### src/rtl/dbnc_pkg.sv
package dbnc_pkg;

    // Select encoding: bit 1 is the upper select line, bit 0 the lower one.
    typedef enum logic [1:0] {
        SEL_RSVD  = 2'b00,
        SEL_BYP   = 2'b01,
        SEL_SHORT = 2'b10,
        SEL_LONG  = 2'b11
    } dbnc_sel_e;

endpackage

### src/rtl/dbnc_sync.sv
module dbnc_sync #(
    parameter int W = 8
) (
    input  logic         clk,
    input  logic         rst,
    input  logic [W-1:0] async_in,
    output logic [W-1:0] sync_out
);
    typedef struct packed {
        logic [W-1:0] stg1;
        logic [W-1:0] stg2;
    } sync_st_t;

    sync_st_t st_d, st_q;

    always_comb begin
        st_d      = st_q;
        st_d.stg1 = async_in;
        st_d.stg2 = st_q.stg1;
    end

    always_ff @(posedge clk) begin
        if (rst) st_q <= '0;
        else     st_q <= st_d;
    end

    assign sync_out = st_q.stg2;
endmodule

### src/rtl/dbnc_tick.sv
module dbnc_tick #(
    parameter int CLKS_PER_MS = 125000
) (
    input  logic clk,
    input  logic rst,
    input  logic clear,
    output logic tick
);
    localparam int PW = (CLKS_PER_MS > 1) ? $clog2(CLKS_PER_MS) : 1;
    localparam logic [PW-1:0] LAST = PW'(CLKS_PER_MS - 1);

    typedef struct packed {
        logic [PW-1:0] pc;
    } tick_st_t;

    tick_st_t st_d, st_q;

    assign tick = (st_q.pc == LAST);

    always_comb begin
        st_d = st_q;
        if (clear || tick) st_d.pc = '0;
        else               st_d.pc = st_q.pc + 1'b1;
    end

    always_ff @(posedge clk) begin
        if (rst) st_q <= '0;
        else     st_q <= st_d;
    end
endmodule

### src/rtl/dbnc_chan.sv
module dbnc_chan #(
    parameter int CW = 2
) (
    input  logic          clk,
    input  logic          rst,
    input  logic          sync_bit,
    input  logic          tick,
    input  logic          bypass,
    input  logic          restart,
    input  logic [CW-1:0] limit,
    output logic          filt
);
    typedef struct packed {
        logic          lvl;
        logic [CW-1:0] cnt;
    } chan_st_t;

    chan_st_t st_d, st_q;

    always_comb begin
        st_d = st_q;
        if (bypass) begin
            st_d.lvl = sync_bit;
            st_d.cnt = '0;
        end else if (restart || (sync_bit == st_q.lvl)) begin
            st_d.cnt = '0;
        end else if (tick) begin
            // limit ticks counted, then one more full tick period confirms
            if (st_q.cnt == limit) begin
                st_d.lvl = sync_bit;
                st_d.cnt = '0;
            end else begin
                st_d.cnt = st_q.cnt + 1'b1;
            end
        end
    end

    always_ff @(posedge clk) begin
        if (rst) st_q <= '0;
        else     st_q <= st_d;
    end

    assign filt = st_q.lvl;
endmodule

### src/rtl/dbnc_filter_bank.sv
module dbnc_filter_bank
    import dbnc_pkg::*;
#(
    parameter int NUM_CH      = 8,
    parameter int CLKS_PER_MS = 125000,
    parameter int LONG_MS     = 3,
    parameter int SHORT_MS    = 1
) (
    input  logic              clk,
    input  logic              rst,
    input  logic [NUM_CH-1:0] raw_in,
    input  logic [1:0]        dbnc_sel,
    output logic [NUM_CH-1:0] filt_out
);
    localparam int MAX_MS = (LONG_MS > SHORT_MS) ? LONG_MS : SHORT_MS;
    localparam int CW     = (MAX_MS > 0) ? $clog2(MAX_MS + 1) : 1;

    typedef struct packed {
        logic [1:0] sel;
    } top_st_t;

    top_st_t st_d, st_q;

    logic [NUM_CH-1:0] sync_w;
    logic              tick_w;
    logic              restart_w;
    logic              bypass_w;
    logic [CW-1:0]     limit_w;
    logic [1:0]        sel_hold;

    assign sel_hold = st_q.sel;

    always_comb begin
        st_d      = st_q;
        st_d.sel  = dbnc_sel;
        restart_w = (dbnc_sel != st_q.sel);
        bypass_w  = 1'b0;
        limit_w   = CW'(LONG_MS);
        case (dbnc_sel_e'(dbnc_sel))
            SEL_BYP:   bypass_w = 1'b1;
            SEL_SHORT: limit_w  = CW'(SHORT_MS);
            default:   limit_w  = CW'(LONG_MS);
        endcase
    end

    always_ff @(posedge clk) begin
        if (rst) st_q.sel <= dbnc_sel;
        else     st_q     <= st_d;
    end

    dbnc_sync #(.W(NUM_CH)) u_sync (
        .clk      (clk),
        .rst      (rst),
        .async_in (raw_in),
        .sync_out (sync_w)
    );

    dbnc_tick #(.CLKS_PER_MS(CLKS_PER_MS)) u_tick (
        .clk   (clk),
        .rst   (rst),
        .clear (restart_w),
        .tick  (tick_w)
    );

    for (genvar g = 0; g < NUM_CH; g++) begin : g_chan
        dbnc_chan #(.CW(CW)) u_chan (
            .clk      (clk),
            .rst      (rst),
            .sync_bit (sync_w[g]),
            .tick     (tick_w),
            .bypass   (bypass_w),
            .restart  (restart_w),
            .limit    (limit_w),
            .filt     (filt_out[g])
        );
    end
endmodule

### config.mk
export PLATFORM = sky130hd
export DESIGN_NAME = dbnc_filter_bank
export DESIGN_NICKNAME = d
export VERILOG_FILES = /design/src/rtl/dbnc_pkg.sv /design/src/rtl/dbnc_sync.sv /design/src/rtl/dbnc_tick.sv /design/src/rtl/dbnc_chan.sv /design/src/rtl/dbnc_filter_bank.sv
export SDC_FILE = /design/constraint.sdc
export NUM_CORES = 1
export LEC_CHECK = 0
export ABC_AREA = 0
export BUFFER_PORTS_ARGS = -buffer_cell sky130_fd_sc_hd__buf_2
export CORE_MARGIN = 2
export CORE_UTILIZATION = 55
export DETAILED_ROUTE_END_ITERATION = 7
export GPL_ROUTABILITY_DRIVEN = 0
export PLACE_DENSITY = 0.74
export SYNTH_ARGS = -nofsm -noshare
export SYNTH_HDL_FRONTEND = slang
export SYNTH_SLANG_ARGS = --single-unit
export TNS_END_PERCENT = 20
### constraint.sdc
create_clock -name clk -period 5.5 [get_ports clk]
set_input_delay 0.275 -clock clk [delete_from_list [all_inputs] [get_ports clk]]
set_output_delay 0.275 -clock clk [all_outputs]
set_load 0.005 [all_outputs]
==> impl_metrics.toml <==
[route]
routed_wl_um = 4760
via_count = 1983
viasPerCell = 5.25
drt_drc_violations_left = 0
dr_wl_met2_um = 1970
wl_per_cell_um = 12.6
wl_met3_um = 183
highest_layer = "met4"
drtIter0Drc = 158
ant_nets = 0
wirelength_met1_um = 2510
drtPass1Iterations = 4

[clock_network]
insertion_delay_ps = 330
cts_root_buf = "clkbuf_8"
numCtsBuffers = 9
path_clk_slew_ps = 60
hold_buffers = 0
clockBufferDepth = 2
cts_resized = 0
cts_setup_buffers = 0
cts.sink_count = 59
cts_htree_levels = 3
cts_tree = "built"

[place]
port_buffers = 19
place_area_um2 = 2790
dpl.hpwl_um = 3210
preCtsSetupSlack_ps = 2750

[sta]
fin_ws_ps = 2760
clock_skew_ps = 6.73
period_share = 0.498
max_slew_margin = 0.309
setup_viol_count_final = 0
rsz0062_at_grt = "no"
whs_ps = 123
slew_viol_final = 0
hold_violations = 0
max_freq_mhz = 365
period_minus_slack_ps = 2740
tightest_slew_ps = 1030
setup_tns_ps = 0

[global_route]
grt_max_degree = 36
grt_first_pass_wirelength_um = 8300
grt_pass1_vias = 1872
gr-usage-all-layers = 0.199
grt_antenna_before_repair = 0
overflow = 0

[worst_setup_path]
crit_fanout = 25
cp.arrival_ps = 2930
cp-start-kind = "flop"
cp.required_ps = 5690
cp-end-kind = "flop"
criticalPathCategory = "reg2reg"

[power_and_ir_drop]
combPwrFrac = 0.051
peakVddDrop_mv = 0.196
p_switching_w = 0.000190
p_per_area_nw_per_um2 = 288
power_frac_seq = 0.517
p_int_w = 0.000669
clkPwrFrac = 0.431
switching_share = 0.222
power.leakage_nw = 1.05

[synthesis]
synthesis.instances = 296
yosys.area.top_type = "dfxtp_1"
synth-seq-cells = 59
ys_seq_area_frac = 0.431
synthDistinctLibCells = 32
yosys_warnings = 0
syn_avg_cell_area_um2 = 9.25
yosys.area.top_type_share = 0.431
synth_area_leaders = "dfxtp_1 (43%), xnor2_1 (6.4%), xor2_1 (6.4%)"
syn-num-nets = 309
netlist_area_um2 = 2740

[layout]
n_fill_cell = 410
fin_area_um2 = 2980
synthToLayoutAreaGrowth_pct = 8.95
drive_above_1_share = 0.154
nets = 319
layout_common_cells = "dfxtp_1 (59), nor2_1 (31), nand3_1 (25)"
final_util = 0.628
num_antenna_cells = 0
final_common_cell = "dfxtp_1"

[die]
die_area_um2 = 5560
chipHeight_um = 74.6
fp.dieW_um = 74.6
io_pins = 20
num_rows = 25
start_util = 0.576
design.core.area_um2 = 4750

[run]
max_cap_violations = 0

[status]
status = "complete, no violations"

[min_path]
worstHoldPathType = "in2reg"
## worst max-delay path: stages (launching register included)
cell and delay (ps):
dfxtp_1 370, ha_1 260, nand2_1 70, or4_4 430
nor3_4 770, or3_1 580, nor2_1 110
## layout make-up
type,instances,area (µm²),share of cell area
Clock inverter,1,5.00,0.00168
Tap cell,67,83.8,0.0281
Sequential cell,59,1180,0.396
Multi-Input combinational cell,213,1410,0.474
Timing Repair Buffer,20,103,0.0344
Clock buffer,15,186,0.0625
Inverter,3,11.3,0.00377
## Yosys cell counts
cell type  number
nand3b_2        1
buf_2           1
nor4b_2         1
nor4_4          1
o21ai_0         9
nand3b_1        1
nor2_1         31
and2_1          1
mux2i_1         8
or3_1           1
nand3_1        25
nand2b_1        1
nor2b_1        18
nand4b_1        8
dfxtp_1        59
and4_2          1
inv_1           3
xor2_1         20
or4_4           1
nor3_4          1
buf_4          10
ha_1            1
clkbuf_1        8
nor4b_1         9
xnor2_1        20
a21oi_1         9
a21bo_2         8
nand2_1        23
buf_6           2
nor3b_1         8
and4_1          1
nand4_1         5
## flip-flops by register name, summed over array words and instances (netlist names)
name and cells:
g_chan.u_chan.filt 8, u_sync.sync_out 8, u_tick.st_q 17, u_sync.st_d 8
sel_hold 2, g_chan.u_chan.st_q 16
## cells by family after synthesis
| kind of cell | Yosys count | share of synthesized area |
|---|---|---|
| simple gates | 138 | 0.292 |
| flops | 59 | 0.431 |
| xor+xnor | 40 | 0.128 |
| compound gates | 26 | 0.0621 |
| buf+inv | 24 | 0.0525 |
| mux | 8 | 0.0292 |
| fa+ha+maj | 1 | 0.00457 |
## layer usage
| metal | vias up | GRT usage |
|---|---|---|
| met3 | 9 | 0.0596 |
| li1 | 1023 | - |
| met4 | 0 | 0.0893 |
| met1 | 908 | 0.274 |
| met5 | - | 0 |
| met2 | 43 | 0.289 |
## power by group through the flow
stage	Clock (W)	Combinational (W)	Sequential, W
floorplan	0	0.0000360	0.000452
CTS	0.000378	0.0000447	0.000444
finish	0.000371	0.0000442	0.000444
global placement	0	0.0000434	0.000453
global route	0.000398	0.0000499	0.000445
detailed placement	0	0.0000443	0.000454
## metrics by stage
stage,power (W),instances
6_report,0.000859,378
5_1_grt,0.000893,378
4_1_cts,0.000866,378
3_5_place_dp,0.000498,362
3_3_place_gp,0.000497,362
2_1_floorplan,0.000488,296
## worst paths after layout
check	from	endpoint	slack, ps	cells after the start
setup / recovery	u_tick.st_q[0]$_SDFF_PP0_	u_tick.st_q[5]$_SDFF_PP0_	2760	6
hold / removal	dbnc_sel[0]	sel_hold[0]$_DFF_P_	120	1
setup reg to reg	u_tick.st_q[0]$_SDFF_PP0_	u_tick.st_q[5]$_SDFF_PP0_	2760	6
hold reg to reg	u_sync.st_d[4]$_SDFF_PP0_	u_sync.sync_out[4]$_SDFF_PP0_	440	1
Note: power is estimated with default switching activity, not from simulation.
